[src/rtl/coin_pkg.sv]
package coin_pkg;

   typedef enum logic [1:0] {
      CR_0  = 2'd0,
      CR_5  = 2'd1,
      CR_10 = 2'd2,
      CR_15 = 2'd3
   } credit_e;

   localparam int unsigned BIN_W = 2;
   localparam int unsigned HOT_W = 4;

   function automatic logic [HOT_W-1:0] to_hot(credit_e c);
      logic [HOT_W-1:0] v;
      v = '0;
      v[c] = 1'b1;
      return v;
   endfunction

endpackage

[src/rtl/coin_next.sv]
module coin_next
   import coin_pkg::*;
(
   input  credit_e cur,
   input  logic    nickel,
   input  logic    dime,
   output credit_e nxt,
   output logic    nxt_full
);

   logic only_n;
   logic only_d;

   assign only_n = nickel & ~dime;
   assign only_d = dime & ~nickel;

   always_comb begin
      nxt = cur;
      unique case (cur)
         CR_0: begin
            if (only_n)      nxt = CR_5;
            else if (only_d) nxt = CR_10;
         end
         CR_5: begin
            if (only_n)      nxt = CR_10;
            else if (only_d) nxt = CR_15;
         end
         CR_10: begin
            if (only_n | only_d) nxt = CR_15;
         end
         default: nxt = CR_15;
      endcase
   end

   assign nxt_full = (nxt == CR_15);

endmodule

[src/rtl/coin_state_store.sv]
module coin_state_store
   import coin_pkg::*;
#(
   parameter bit ONEHOT_ENC = 1'b0
) (
   input  logic    clk,
   input  logic    rst,
   input  logic    nickel,
   input  logic    dime,
   input  credit_e nxt,
   output credit_e cur,
   output logic    cur_full
);

   localparam int unsigned ST_W = ONEHOT_ENC ? HOT_W : BIN_W;

   logic [ST_W-1:0] q;

   generate
      if (ONEHOT_ENC) begin : g_hot
         logic legal;
         assign legal = $onehot(q);

         always_ff @(posedge clk) begin
            if (rst)        q <= to_hot(CR_0);
            else if (!legal) q <= to_hot(CR_0);
            else            q <= to_hot(nxt);
         end

         always_comb begin
            unique case (q)
               4'b0010: cur = CR_5;
               4'b0100: cur = CR_10;
               4'b1000: cur = CR_15;
               default: cur = CR_0;
            endcase
         end
         assign cur_full = q[CR_15];

         p_onehot_r9: assert property (@(posedge clk) disable iff (rst)
            1'b1 |=> $onehot(q))
            else $error("one-hot state lost its single hot bit");
      end else begin : g_bin
         always_ff @(posedge clk) begin
            if (rst) q <= CR_0;
            else     q <= nxt;
         end
         assign cur      = credit_e'(q);
         assign cur_full = q[1] & q[0];
      end
   endgenerate

   p_hold_r2: assert property (@(posedge clk) disable iff (rst)
      (!nickel && !dime) |=> $stable(cur))
      else $error("credit moved without a coin");

   p_both_r6: assert property (@(posedge clk) disable iff (rst)
      (nickel && dime) |=> $stable(cur))
      else $error("credit moved on a dual-coin cycle");

   p_nickel_r3: assert property (@(posedge clk) disable iff (rst)
      (cur == CR_0 && nickel && !dime) |=> (cur == CR_5))
      else $error("five-cent step from zero wrong");

   p_dime_r4: assert property (@(posedge clk) disable iff (rst)
      (cur == CR_5 && dime && !nickel) |=> (cur == CR_15))
      else $error("ten-cent step from five wrong");

   p_sat_r5: assert property (@(posedge clk) disable iff (rst)
      (cur == CR_15) |=> (cur == CR_15))
      else $error("full credit left without reset");

endmodule

[src/rtl/coin_release_out.sv]
module coin_release_out #(
   parameter bit RETIMED_OUT = 1'b0
) (
   input  logic clk,
   input  logic rst,
   input  logic cur_full,
   input  logic nxt_full,
   output logic release_o
);

   generate
      if (RETIMED_OUT) begin : g_reg
         logic rel_q;
         always_ff @(posedge clk) begin
            rel_q <= nxt_full & ~rst;
         end
         assign release_o = rel_q;
      end else begin : g_dec
         assign release_o = cur_full;
      end
   endgenerate

endmodule

[src/rtl/coin_release_ctrl.sv]
module coin_release_ctrl
   import coin_pkg::*;
#(
   parameter bit ONEHOT_ENC  = 1'b0,
   parameter bit RETIMED_OUT = 1'b0
) (
   input  logic clk,
   input  logic rst,
   input  logic nickel_i,
   input  logic dime_i,
   output logic release_o
);

   credit_e cur;
   credit_e nxt;
   logic    cur_full;
   logic    nxt_full;
   logic    rst_seen;

   generate
      if ($bits(credit_e) != BIN_W) begin : g_bad_w
         $error("credit type width must match binary state width");
      end
   endgenerate

   coin_next u_next (
      .cur      (cur),
      .nickel   (nickel_i),
      .dime     (dime_i),
      .nxt      (nxt),
      .nxt_full (nxt_full)
   );

   coin_state_store #(.ONEHOT_ENC(ONEHOT_ENC)) u_store (
      .clk      (clk),
      .rst      (rst),
      .nickel   (nickel_i),
      .dime     (dime_i),
      .nxt      (nxt),
      .cur      (cur),
      .cur_full (cur_full)
   );

   coin_release_out #(.RETIMED_OUT(RETIMED_OUT)) u_out (
      .clk       (clk),
      .rst       (rst),
      .cur_full  (cur_full),
      .nxt_full  (nxt_full),
      .release_o (release_o)
   );

   always_ff @(posedge clk) begin
      if (rst) rst_seen <= 1'b1;
      else if (rst_seen !== 1'b1) rst_seen <= 1'b0;
   end

   p_reset_r1: assert property (@(posedge clk)
      rst |=> (!release_o && cur == CR_0))
      else $error("reset did not clear credit and release");

   p_release_r7: assert property (@(posedge clk) disable iff (rst || rst_seen !== 1'b1)
      1'b1 |-> (release_o == (cur == CR_15)))
      else $error("release disagrees with full credit");

endmodule

[config.mk]
export PLATFORM = sky130hd
export DESIGN_NAME = coin_release_ctrl
export DESIGN_NICKNAME = d
export VERILOG_FILES = /design/src/rtl/coin_pkg.sv /design/src/rtl/coin_next.sv /design/src/rtl/coin_state_store.sv /design/src/rtl/coin_release_out.sv /design/src/rtl/coin_release_ctrl.sv
export SDC_FILE = /design/constraint.sdc
export NUM_CORES = 1
export LEC_CHECK = 0
export BUFFER_PORTS_ARGS = -buffer_cell sky130_fd_sc_hd__buf_2
export CORE_AREA = 2 2 39 41
export CTS_CLUSTER_SIZE = 20
export DETAILED_ROUTE_END_ITERATION = 16
export DIE_AREA = 0 0 41 43
export GPL_ROUTABILITY_DRIVEN = 0
export HOLD_SLACK_MARGIN = 0.06
export PLACE_DENSITY = 0.33
export SETUP_SLACK_MARGIN = 0.3
export SYNTH_ARGS = -nofsm -noshare
export SYNTH_HDL_FRONTEND = slang
export SYNTH_SLANG_ARGS = --single-unit
[constraint.sdc]
create_clock -name clk -period 1.2 [get_ports clk]
set_input_delay 0.24 -clock clk [delete_from_list [all_inputs] [get_ports clk]]
set_output_delay 0.24 -clock clk [all_outputs]
set_load 0.01 [all_outputs]
### Word-level counts from Yosys, hierarchy flattened

Index checks and enable logic that the tools add are counted.

* reductions and logical operators: 2
* divide/modulo/power cells: 0
* equal/unequal tests: 5
* shift operators: 0
* mux-type cells: 6
* bitwise logic cells: 6
* order comparisons: 0
* multiply operators: 0
* add/subtract/negate cells: 0

Operators with widths (number)
* $mux 2: 5
* $ne 3x1->1 const B: 2
* $pmux 2 s3: 1
* $and 1x1->1: 3
* $reduce_and 3->1: 1
* $eq 2x1->1 const B: 1
* $eq 2x2->1 const B: 1
* $logic_not 2->1: 1
* $ne 2x1->1 const B: 1
* $not 1->1: 2
* $or 1x1->1: 1

* memories kept: 0
* memory bits (writable): 0
* output and inout bits: 1
* flip-flop bits (word level): 2
* latch bits: 0
* ROM bits: 0
* word-level logic and storage cells: 20

### Depth between registers and ports, before layout

* word-level depth: 5
* gate-level depth with buffers: 4

### Cells and area by module

A second synthesis with hierarchy kept.

* cell total of the unflattened synthesis: 21
* area, all modules: 165.2 sq um

By module, submodules not included
* coin_next: cells each 15, area an instance 98.8 sq um, sequential area each 0.0 sq um, times used 1
* coin_state_store: cells each 5, area an instance 58.8 sq um, sequential area each 40.0 sq um, times used 1
* coin_release_out: cells each 1, area an instance 7.5 sq um, sequential area each 0.0 sq um, times used 1

### Least setup slack after synthesis

OpenSTA, ideal clock, no wires.

* path kind: input-to-reg
* from: in dime_i
* to: reg u_store.q[0] (netlist: u_store.cur[0])
* arrival: 833 ps
* setup time: 86 ps
* path slack: 281 ps
* stages on the path: 4
* cells stage by stage: inv_1 -> ha_1 -> xnor2_1 -> a221oi_2

* longest elaborated chain between the ends: 5

Ends and longest elaborated chain
* start: declaration: line coin_release_ctrl.sv:10 `input logic dime_i,`
* $not 1->1: line coin_next.sv:14 `assign only_n = nickel & ~dime;`
* $and 1x1->1: line coin_next.sv:14
* $or 1x1->1: line coin_next.sv:29 `if (only_n | only_d) nxt = CR_15;`
* $ne 2x1->1 (no source line)
* $reduce_and 3->1 (no source line)
* end signal: assignment: line coin_state_store.sv:46 `else q <= nxt;`
* end: declaration: line coin_state_store.sv:17 `logic [ST_W-1:0] q;`

Several ways; a longest one is shown, not always the timed one.
A chain may end at the register's enable or synchronous reset.

### Worst setup path in the final report

* from: reg u_store.q[0] (netlist: u_store.cur[0])
* to: out release_o

* longest elaborated chain between the ends: 1

Ends and longest elaborated chain
* $and 1x1->1: line coin_state_store.sv:49 `assign cur_full = q[1] & q[0];`
* end: declaration: line coin_release_ctrl.sv:11 `output logic release_o`

No other way between the ends.

==> flow_metrics.py <==
metrics = {
    "routing": {
        "routed_via_density": 3.081,
        "drt_iter0_drc": 5,
        "wirelength_microns": 247,
        "remaining_drc_errors": 0,
        "wire_per_inst_microns": 6.676,
        "firstDrtPassIters": 4,
        "ant_nets": 0,
        "vias": 114,
    },
    "logic_synthesis": {
        "synth_top_cell_by_area": "dfxtp_1",
        "synth_area_leaders": "dfxtp_1 (31%), ha_1 (19%), a221oi_2 (12%)",
        "syn-cell-area_sq_um": 130.1,
        "avgSynthCellArea_sq_um": 10.01,
        "synthDistinctLibCells": 9,
        "synth_fp_nets": 19,
        "ys_ff_latch": 2,
        "synth_top_area_share_pct": 30.77,
        "ys_seq_area_share_pct": 30.77,
        "syn_inst": 13,
        "synth_warnings": 0,
    },
    "worst_setup_path": {
        "end_kind": "output pin",
        "rrSetupSlack_ns": 0.32,
        "required_ns": 0.96,
        "path_max_fanout": 2,
        "startpoint_type": "flip-flop",
        "arrival_ns": 0.78,
        "path_cells": "and2_4 > buf_6",
        "slowest_delay_ns": 0.30,
        "cpMaxStageDelayCell": "dfxtp_2",
        "worstSetupPathType": "reg2out",
    },
    "power_and_ir_drop": {
        "ir_drop_v": 0.0002376,
        "power_density_mw_per_mm2": 1332,
        "power_leakage_uw": 0.0001003,
    },
    "sta": {
        "hold_viol": 0,
        "period_minus_slack_ns": 1.024,
        "worst_slew_pin_slew_ns": 0.1830,
        "fin_skew_ns": 0.0006149,
        "final-setup-viol-count": 0,
        "drv_slew": 0,
        "max_freq_ghz": 0.9770,
        "fin_tns_setup_ns": 0,
        "rsz0062_at_grt": "yes",
        "slew_headroom_pct": 87.71,
        "fin_crit_sh_pct": 85.30,
    },
    "cells_and_area": {
        "seqCellArea_sq_um": 42.54,
        "design_area_sq_um": 212.7,
        "area_growth_pct": 63.46,
        "drive_gt1_share_pct": 61.90,
        "fillers": 157,
        "largest_reg_flops": 2,
        "num_antenna_cells": 0,
        "nets": 29,
        "multiInputGateArea_sq_um": 82.58,
    },
    "die": {
        "rows": 14,
        "ios": 5,
        "die_h_microns": 43,
        "dieArea_sq_mm": 0.001763,
        "initial_core_util_pct": 9.403,
        "die_width_microns": 41,
        "core_sq_mm": 0.001384,
    },
    "global_routing": {
        "use_met3_pct": 3.141,
        "grt_pass1_vias": 123,
        "antenna_found_initial": 0,
        "grt_pass1_wl_microns": 400,
        "grt.total_usage_pct": 4.509,
        "met1_usage_pct": 2.875,
        "grt_max_degree": 4,
        "gr-total-overflow": 0,
        "use_met2_pct": 4.688,
        "top_usage_layer": "met4",
    },
    "run": {
        "drv_cap": 0,
    },
    "placement": {
        "placement.io_buffers": 4,
        "placed_area_sq_um": 172.7,
    },
    "clock_network": {
        "cts-htree-levels": 1,
        "clock_latency_ns": 0.22,
        "cts.sinks": 2,
        "cts_made_buffers": 3,
        "cts_tree": "yes",
        "cts_root_buffer": "clkbuf_4",
        "clk_pin_slew_worst_paths_ns": 0.03,
        "clk_path_buf_depth": 2,
        "hold_buffers": 0,
    },
    "status": {
        "status": "completed",
    },
    "worst_hold_path": {
        "hold_class": "in2reg",
    },
}
-- report_power, final --
group          switching, uW  leakage [uW]  total [uW]  internal (uW)
logic                   22.0     0.0000693        53.3           31.3
clock network           39.2     0.0000138         150            110
registers               3.87     0.0000172        80.3           76.5
-- final cells by class --
type,instances,area share [%]
multi-input cells,8,38.82
flip-flops and latches,2,20.00
repair buffers,5,15.88
clock buffers,3,10.59
well taps,16,9.412
inverters,3,5.294
-- what timing repair did --
action | 4_1_cts | 5_1_grt
gates cloned | 0 | 0
setup buffers | 1 | 0
setup endpoints to repair | 1 | 2
gates resized for setup | 4 | 0
pin swaps | 0 | 1
-- critical path, delay by kind of cell (launching register included) --
kind | cells | cell delay (ns)
simple gates | 1 | 0.15
buf+inv | 1 | 0.11
flops | 1 | 0.30
-- path summary, 6_finish.rpt --
kind,startpoint,endpoint,cells past startpoint
max,u_store.cur[0]$_SDFFE_PP0P_,release_o,2
min,rst,u_store.cur[0]$_SDFFE_PP0P_,2
max reg2reg,u_store.cur[0]$_SDFFE_PP0P_,u_store.cur[0]$_SDFFE_PP0P_,3
min reg2reg,u_store.cur[1]$_SDFFE_PP0P_,u_store.cur[0]$_SDFFE_PP0P_,2
-- per-stage QoR --
stage / hold slack (ns) / setup slack [ns] / util (%) / cells / power [uW]
2_1_floorplan: 0.3062 / 0.3140 / - / 13 / 111.2
3_3_place_gp: 0.4300 / 0.1733 / 12.48 / 33 / 122.2
3_5_place_dp: 0.4350 / 0.1632 / 12.48 / 33 / 123.9
4_1_cts: 0.1879 / 0.1661 / 15.37 / 37 / 295.0
5_1_grt: 0.2010 / 0.1521 / 15.37 / 37 / 307.8
6_report: 0.1960 / 0.1764 / 15.37 / 37 / 283.3
-- cell usage in the layout, fill, tap and decap left out --
cell type / count
inv_1: 3
buf_4: 1
xnor2_1: 1
a221oi_2: 1
ha_1: 1
buf_2: 3
buf_6: 1
ha_2: 1
a21oi_1: 1
dfxtp_2: 2
clkbuf_4: 3
mux2i_1: 1
and2_4: 1
and2b_1: 1
-- per-layer routing --
metal / routed length, microns / vias up
met5: 0 / -
met4: 21 / 0
met3: 27 / 4
met2: 90 / 7
met1: 106 / 45
li1: - / 58
-- synth_stat cells --
master,n
ha_1,2
a221oi_2,1
mux2i_1,1
xnor2_1,1
a21oi_1,1
dfxtp_1,2
and2_2,1
and2b_1,1
inv_1,3
-- logic make-up (layout without fill, tap and decap cells) --
kind of cell    count (synthesis)  count (layout)  share of synthesized area [%]
mux                             1               1                          7.693
flops                           2               2                          30.77
compound gates                  2               2                          15.38
buf+inv                         3              11                          8.653
fa+ha+maj                       2               2                          19.23
xor+xnor                        1               1                          6.732
simple gates                    2               2                          11.54
Power figures use the tool's default switching activity.
